===== config.mk =====
export PLATFORM = sky130hd
export DESIGN_NAME = burst_hs_monitor
export DESIGN_NICKNAME = d
export VERILOG_FILES = /design/src/rtl/bhm_pkg.sv /design/src/rtl/bhm_edge.sv /design/src/rtl/bhm_window.sv /design/src/rtl/bhm_report.sv /design/src/rtl/burst_hs_monitor.sv
export SDC_FILE = /design/constraint.sdc
export NUM_CORES = 1
export LEC_CHECK = 0
export BUFFER_PORTS_ARGS = -buffer_cell sky130_fd_sc_hd__buf_2
export CORE_AREA = 2 2 39 41
export DETAILED_ROUTE_END_ITERATION = 16
export DIE_AREA = 0 0 41 43
export HOLD_SLACK_MARGIN = 0.02
export PLACE_DENSITY = 0.66
export SLEW_MARGIN = 20
export SYNTH_ARGS = -nofsm -noshare
export SYNTH_HDL_FRONTEND = slang
export SYNTH_SLANG_ARGS = --single-unit

===== constraint.sdc =====
create_clock -name clk -period 2.1 [get_ports clk]
set_clock_uncertainty 0.2 [all_clocks]
set_input_delay 0.315 -clock clk [delete_from_list [all_inputs] [get_ports clk]]
set_output_delay 0.315 -clock clk [all_outputs]
set_load 0.1 [all_outputs]

===== src/rtl/bhm_pkg.sv =====
package bhm_pkg;

    typedef enum logic [1:0] {
        CAUSE_NONE   = 2'b00,
        CAUSE_STROBE = 2'b01,
        CAUSE_REQ    = 2'b10
    } cause_e;

    typedef struct packed {
        logic   pass;
        logic   fail;
        cause_e cause;
    } verdict_t;

    localparam verdict_t VERDICT_IDLE = '{pass: 1'b0, fail: 1'b0, cause: CAUSE_NONE};

    // Decide the outcome of one active window cycle.
    function automatic verdict_t judge(
        input logic req_high,
        input logic strobes_up,
        input logic in_run,
        input logic last_cycle
    );
        verdict_t v;
        v = VERDICT_IDLE;
        if (req_high) begin
            v.fail  = 1'b1;
            v.cause = CAUSE_REQ;
        end else if (in_run && !strobes_up) begin
            v.fail  = 1'b1;
            v.cause = CAUSE_STROBE;
        end else if (last_cycle) begin
            v.pass  = 1'b1;
        end
        return v;
    endfunction

endpackage


===== src/rtl/bhm_edge.sv =====
module bhm_edge (
    input  logic clk,
    input  logic rst,
    input  logic req,
    output logic fall
);
    logic seen_high;

    always_ff @(posedge clk) begin
        if (rst) seen_high <= 1'b0;
        else     seen_high <= req;
    end

    assign fall = seen_high & ~req;
endmodule


===== src/rtl/bhm_window.sv =====
module bhm_window
    import bhm_pkg::*;
#(
    parameter int LATENCY = 2,
    parameter int MIN_RUN = 4
) (
    input  logic     clk,
    input  logic     rst,
    input  logic     fall,
    input  logic     req,
    input  logic     strobe_a,
    input  logic     strobe_b,
    output logic     active,
    output verdict_t verdict
);
    localparam int LAST  = LATENCY + MIN_RUN - 1;
    localparam int CNT_W = (LAST < 2) ? 1 : $clog2(LAST + 1);
    localparam logic [CNT_W-1:0] LAT_C  = CNT_W'(LATENCY);
    localparam logic [CNT_W-1:0] LAST_C = CNT_W'(LAST);
    localparam logic [CNT_W-1:0] ONE_C  = CNT_W'(1);

    logic [CNT_W-1:0] cnt;
    verdict_t         judged;

    always_comb begin
        judged  = judge(req, strobe_a & strobe_b, cnt >= LAT_C, cnt == LAST_C);
        verdict = active ? judged : VERDICT_IDLE;
    end

    always_ff @(posedge clk) begin
        if (rst) begin
            active <= 1'b0;
            cnt    <= '0;
        end else if (active) begin
            if (judged.pass || judged.fail) begin
                active <= 1'b0;
                cnt    <= '0;
            end else begin
                cnt    <= cnt + ONE_C;
            end
        end else if (fall) begin
            active <= 1'b1;
            cnt    <= ONE_C;
        end
    end
endmodule


===== src/rtl/bhm_report.sv =====
module bhm_report
    import bhm_pkg::*;
(
    input  logic       clk,
    input  logic       rst,
    input  logic       clr,
    input  verdict_t   verdict,
    output logic       pass_q,
    output logic       fail_q,
    output logic       err_q,
    output cause_e     cause_q
);
    always_ff @(posedge clk) begin
        if (rst) begin
            pass_q  <= 1'b0;
            fail_q  <= 1'b0;
            err_q   <= 1'b0;
            cause_q <= CAUSE_NONE;
        end else begin
            pass_q <= verdict.pass;
            fail_q <= verdict.fail;
            err_q  <= verdict.fail | (err_q & ~clr);
            if (verdict.fail)  cause_q <= verdict.cause;
            else if (clr)      cause_q <= CAUSE_NONE;
        end
    end
endmodule


===== src/rtl/burst_hs_monitor.sv =====
module burst_hs_monitor
    import bhm_pkg::*;
#(
    parameter int LATENCY = 2,
    parameter int MIN_RUN = 4
) (
    input  logic       clk,
    input  logic       rst,
    input  logic       clr_err,
    input  logic       burst_req,
    input  logic       rd_strobe,
    input  logic       ack_strobe,
    output logic       win_pass,
    output logic       win_fail,
    output logic       err_sticky,
    output logic [1:0] fail_cause
);
    logic     req_fall;
    logic     win_active;
    verdict_t verdict;
    cause_e   cause_q;

    bhm_edge u_edge (
        .clk  (clk),
        .rst  (rst),
        .req  (burst_req),
        .fall (req_fall)
    );

    bhm_window #(.LATENCY(LATENCY), .MIN_RUN(MIN_RUN)) u_window (
        .clk      (clk),
        .rst      (rst),
        .fall     (req_fall),
        .req      (burst_req),
        .strobe_a (rd_strobe),
        .strobe_b (ack_strobe),
        .active   (win_active),
        .verdict  (verdict)
    );

    bhm_report u_report (
        .clk     (clk),
        .rst     (rst),
        .clr     (clr_err),
        .verdict (verdict),
        .pass_q  (win_pass),
        .fail_q  (win_fail),
        .err_q   (err_sticky),
        .cause_q (cause_q)
    );

    assign fail_cause = cause_q;
endmodule


==> results of run 1 <==
[tightest hold or removal path, delay by kind of cell]
family / cells / cell delay, ns
simple gates: 1 / 0.05
buf+inv: 1 / 0.10
compound gates: 1 / 0.11
[power groups by stage]
stage	Combinational [uW]	Sequential, uW	Clock (uW)
3_5_place_dp	54.4	208	0
2_1_floorplan	33.5	214	0
6_report	54.0	204	179
4_1_cts	54.5	204	186
3_3_place_gp	53.7	208	0
5_1_grt	59.9	205	196
[flip-flops by register name, summed over array words and instances (netlist names)]
name / cells
u_window.cnt: 3
u_report.cause_q: 2
u_edge.seen_high: 1
u_report.err_q: 1
u_report.fail_q: 1
u_report.pass_q: 1
u_window.active: 1
[final timing paths]
check,startpoint,end,cells past startpoint
min,clr_err,u_report.cause_q[1]$_SDFFE_PP0P_,3
max reg2reg,u_window.cnt[1]$_SDFFE_PP0P_,u_window.cnt[2]$_SDFFE_PP0P_,5
min reg2reg,u_report.err_q$_SDFF_PP0_,u_report.err_q$_SDFF_PP0_,2
max,u_window.cnt[1]$_SDFFE_PP0P_,u_window.cnt[2]$_SDFFE_PP0P_,5
[synth_stat cells]
cell       number
a22oi_1         1
a221oi_1        1
a21oi_2         1
o21ai_0         2
nand3_1         1
o2111ai_1       1
o32ai_1         1
a21boi_0        1
nand2_1         5
and2b_1         1
inv_1           3
and2_1          1
o211ai_1        1
o31a_1          1
nor3_2          1
a21boi_1        1
buf_4           1
o2bb2ai_1       1
ha_1            3
nor3_1          3
nor3b_1         1
dfxtp_1        10
or3_4           1
nand2b_1        3
buf_1           1
nor2_1          6
nor2b_1         1
a32o_1          1
a21o_1          1
[placed cells by master, fill, tap and decap left out, types with 2 or more instances in the layout]
| cell type | instances |
|---|---|
| dfxtp_1 | 10 |
| ha_1 | 3 |
| nand2_1 | 5 |
| o21ai_0 | 2 |
| buf_2 | 10 |
| clkbuf_4 | 3 |
| nand2b_1 | 3 |
| nor3_1 | 3 |
| inv_1 | 3 |
| nor2_1 | 6 |
[cells by family (layout without fill, tap and decap cells)]
family	Yosys count	count (layout)	synth area share
AO/OA/AOI/OAI	14	14	0.221
flip-flops	10	10	0.401
adder cells (fa/ha/maj)	3	3	0.0752
buffers and inverters	5	17	0.0451
AND/OR/NAND/NOR	24	24	0.258
[layout make-up]
class	count	area (sq um)	area share
inverters	3	11.3	0.0189
well taps	16	20.0	0.0337
flip-flops and latches	10	200	0.337
multi-input cells	41	277	0.465
clock buffers	4	36.3	0.0611
repair buffers	10	50.0	0.0842
[metrics by stage]
stage,instances,utilization
2_1_floorplan,56,-
3_3_place_gp,80,0.403
3_5_place_dp,80,0.403
4_1_cts,84,0.429
5_1_grt,84,0.429
6_report,84,0.429
[metal layers]
metal  wire length (um)  track usage
met5                  0            0
met4                  9       0.0600
met3                 93       0.0942
met2                411        0.197
met1                476        0.170
==> impl_metrics.json, run 1 <==
{
  "crit_family": "compound AO/OA/AOI/OAI gates",
  "synthDominantCellAreaShare": 0.401,
  "ys_types": 29,
  "post_cts_resized": 0,
  "period_needed_ns": 1.69,
  "hold_viol_final": 0,
  "cts_setup_buffers": 0,
  "setup_viol": 0,
  "root_buffer": "clkbuf_4",
  "power.switching_uw": 114,
  "max_freq_mhz": 590,
  "min_path_type": "primary input to flop",
  "cts_tree": "done",
  "viasPerCell": 5.02,
  "ioPinCount": 11,
  "reg2reg_setup_slack_ns": 0.41,
  "leakage_uw": 0.000243,
  "antenna_found_initial": 0,
  "period_share": 0.807,
  "cts_hold_buf": 0,
  "slowest_delay_ns": 0.42,
  "drive_above_1_share": 0.250,
  "fin_setup_tns_ns": 0,
  "grt_overflow": 0,
  "setup_ws_ns": 0.405,
  "irDropWorstVdd_mv": 0.446,
  "cp_cell_sequence": "inv_1 > ha_1 > a21boi_1 > o2111ai_1 > a22oi_1",
  "rsz0062_at_grt": "no",
  "place.gp.congestion": 0.751,
  "rows": 14,
  "grt_pass1_vias": 375,
  "dpl.hpwl_um": 738,
  "fillers": 148,
  "io_buffers": 10,
  "nets": 78,
  "maxSlewViolCount": 0,
  "die_w_um": 41,
  "worst_pin_slew_ns": 0.485,
  "syn_nets": 65,
  "numCtsBuffers": 3,
  "powerDensity_mw_per_mm2": 734,
  "clock_latency_ns": 0.27,
  "path_buf_inv": 1,
  "via_count": 422,
  "synth-seq-cells": 10,
  "drt_iter0_markers": 7,
  "track_usage": 0.143,
  "drc": 0,
  "switching_share": 0.261,
  "initial_core_util": 0.361,
  "syn_area_sq_um": 499,
  "dpl_cell_area_sq_um": 558,
  "end_kind": "flop",
  "grt_pass1_wl_um": 1590,
  "hold_slack_ns": 0.132,
  "wl_per_cell_um": 11.8,
  "power_uw": 436,
  "ant_nets": 0,
  "path_max_fanout": 6,
  "status": "finished, final reports clean",
  "cp_data_required_time_ns": 2.09,
  "clkTransAtPathRegs_ns": 0.07,
  "cp_slowest_cell": "dfxtp_1",
  "wirelength_um": 991,
  "yosysWarnings": 0,
  "grt_max_degree": 14,
  "slew_headroom": 0.679,
  "p_clk_frac": 0.409,
  "fp.coreArea_sq_mm": 0.00138,
  "clock-sinks": 10,
  "die_area_sq_mm": 0.00176,
  "synthTopCellsByArea": "dfxtp_1, ha_1, nor2_1",
  "arrival_ns": 1.69,
  "area_growth_pct": 19.0,
  "critPathLaunchType": "flop",
  "p_int_uw": 322,
  "clockBufferDepth": 2,
  "yosys.area.top_type": "dfxtp_1",
  "fin_area_sq_um": 594,
  "antenna-diode-count": 0,
  "maxCapViolCount": 0,
  "combPwrFrac": 0.124,
  "htreeDepth": 1,
  "die_h_um": 43,
  "firstDrtPassIters": 4,
  "worstSetupPathType": "flop to flop",
  "seqPwrFrac": 0.467,
  "synth_area_per_cell_sq_um": 8.91,
  "dp_slack_ns": 0.413,
  "synthCells": 56,
  "synth_seq_area_share": 0.401
}
Power figures use the tool's default switching activity.
==> run 2: changes to the inputs <==
- PLACE_DENSITY: 0.66 -> 0.68
- clock period: 2.1 -> 1.4 ns (I/O delays scaled with it)
==> run 2 against run 1 <==
Effect of this change: the flow now finishes with violations (negative setup slack); core utilization rose by 12 points; sequential share of layout area fell by 6.8 points; hold slack got worse by 0.092 ns; critical path depth did not move; die area did not move; global-route usage rose by 1.4 points; worst setup slack got worse by 0.49 ns; non-clock buffer count rose by 6; sequential cell count did not move; fmax rose by 15%; first-iteration DRC count fell by 100%; routed wire length rose by 22%; critical path type unchanged; largest power group unchanged.
==> impl_metrics.json, run 2 (same netlist as run 1, synthesis figures left out) <==
{
  "status": "complete, but fails checks",
  "violations": "negative setup slack",
  "drt_iter0_markers": 0,
  "ant_nets": 0,
  "setup_viol": 4,
  "fp.coreArea_sq_mm": 0.00138,
  "dp_slack_ns": -0.115,
  "grt_pass1_wl_um": 1840,
  "die_w_um": 41,
  "cts_tree": "done",
  "cp_cell_sequence": "inv_2 > ha_4 > or3_4 > a21o_1 > nor3_2",
  "fin_area_sq_um": 762,
  "firstDrtPassIters": 1,
  "cp_slowest_cell": "or3_4",
  "grt_pass1_vias": 453,
  "initial_core_util": 0.361,
  "worst_pin_slew_ns": 0.338,
  "irDropWorstVdd_mv": 0.472,
  "top_register": "u_window.cnt",
  "final_cell_mix": "nor2_1, buf_4, dfxtp_1",
  "path_max_fanout": 3,
  "slew_headroom": 0.773,
  "viasPerCell": 5.16,
  "crit_family": "simple AND/OR/NAND/NOR gates",
  "leakage_uw": 0.000289,
  "clkTransAtPathRegs_ns": 0.06,
  "period_needed_ns": 1.48,
  "via_count": 459,
  "critPathLaunchType": "flop",
  "rsz0062_at_grt": "yes",
  "die_area_sq_mm": 0.00176,
  "dpl_cell_area_sq_um": 688,
  "htreeDepth": 1,
  "path_buf_inv": 1,
  "rows": 14,
  "maxSlewViolCount": 0,
  "grt_overflow": 0,
  "power_uw": 626,
  "hold_viol_final": 0,
  "period_share": 1.06,
  "slowest_delay_ns": 0.35,
  "area_growth_pct": 52.6,
  "numCtsBuffers": 3,
  "clock-sinks": 10,
  "maxCapViolCount": 0,
  "drive_above_1_share": 0.438,
  "clock_latency_ns": 0.26,
  "largest_reg_flops": 3,
  "wirelength_um": 1210,
  "root_buffer": "clkbuf_4",
  "drc": 0,
  "antenna_found_initial": 0,
  "ioPinCount": 11,
  "cts_setup_buffers": 0,
  "nets": 84,
  "die_h_um": 43,
  "cp_data_required_time_ns": 1.39,
  "track_usage": 0.158,
  "setup_ws_ns": -0.0800,
  "arrival_ns": 1.47,
  "top_regs": "u_window.cnt: 3 flops, u_report.cause_q: 2 flops",
  "worstSetupPathType": "flop to flop",
  "antenna-diode-count": 0,
  "dpl.hpwl_um": 879,
  "hold_slack_ns": 0.0406,
  "min_path_type": "primary input to flop",
  "powerDensity_mw_per_mm2": 822,
  "wl_per_cell_um": 13.6,
  "max_freq_mhz": 676,
  "fin_setup_tns_ns": -0.230,
  "place.gp.congestion": 0.743,
  "grt_max_degree": 14,
  "end_kind": "flop",
  "clockBufferDepth": 2,
  "io_buffers": 10
}
[run 2: cell count changes in the layout (fill, tap and decap cells not counted), sizes merged]
cell,change
buf,+6
clkbuf,-1
[run 2: metal layers]
| layer | vias up | global-route usage | part of all wire |
|---|---|---|---|
| met1 | 217 | 0.154 | 0.44 |
| met2 | 7 | 0.281 | 0.52 |
| met4 | 0 | 0.0800 | 0.014 |
| met3 | 2 | 0.0366 | 0.033 |
| met5 | - | 0 | 0 |
| li1 | 233 | - | - |
[run 2: path summary, 6_finish.rpt]
kind                                              startpoint                         end  slack (ns)  cells after the start
worst max register to register  u_window.cnt[0]$_SDFFE_PP0P_  u_report.pass_q$_SDFF_PP0_       -0.08                      5
worst max-delay path            u_window.cnt[0]$_SDFFE_PP0P_  u_report.pass_q$_SDFF_PP0_       -0.08                      5
worst min register to register   u_edge.seen_high$_SDFF_PP0_  u_window.active$_SDFF_PP0_        0.29                      2
worst min-delay path                                 clr_err   u_report.err_q$_SDFF_PP0_        0.04                      4
[run 2: layout make-up]
type | count | area (sq um)
multi-input combinational | 41 | 333
fill | 130 | 622
sequential | 10 | 205
timing repair buffer | 16 | 170
tap | 16 | 20.0
inverter | 3 | 11.3
clock buffer | 3 | 22.5
[run 2: what timing repair did]
item / in CTS / in global routing
gates resized for setup: 7 / 1
endpoints found under the setup margin: 8 / 8
pin swaps: 4 / 0
hold buffers: 0 / 0
cloned: 0 / 0
[run 2: worst reg2reg max path, delay by kind of cell, from the launching register on]
family | cells | cell delay [ns]
buffers and inverters | 1 | 0.04
DFF | 1 | 0.33
adders and majority gates | 1 | 0.15
and+or+nand+nor | 2 | 0.49
AOI/OAI and AO/OA | 1 | 0.20
[run 2: where the power goes]
| group | switching (uW) | leakage (uW) | internal [uW] |
|---|---|---|---|
| combinational | 70.1 | 0.000192 | 57.0 |
| sequential | 8.58 | 0.0000832 | 295 |
| clock | 96.4 | 0.0000138 | 99.2 |
[run 2: through the flow]
stage,utilization,std cells
finish,0.551,89
global route,0.551,89
detailed placement,0.497,86
CTS,0.547,89
global placement,0.497,86
floorplan,-,56
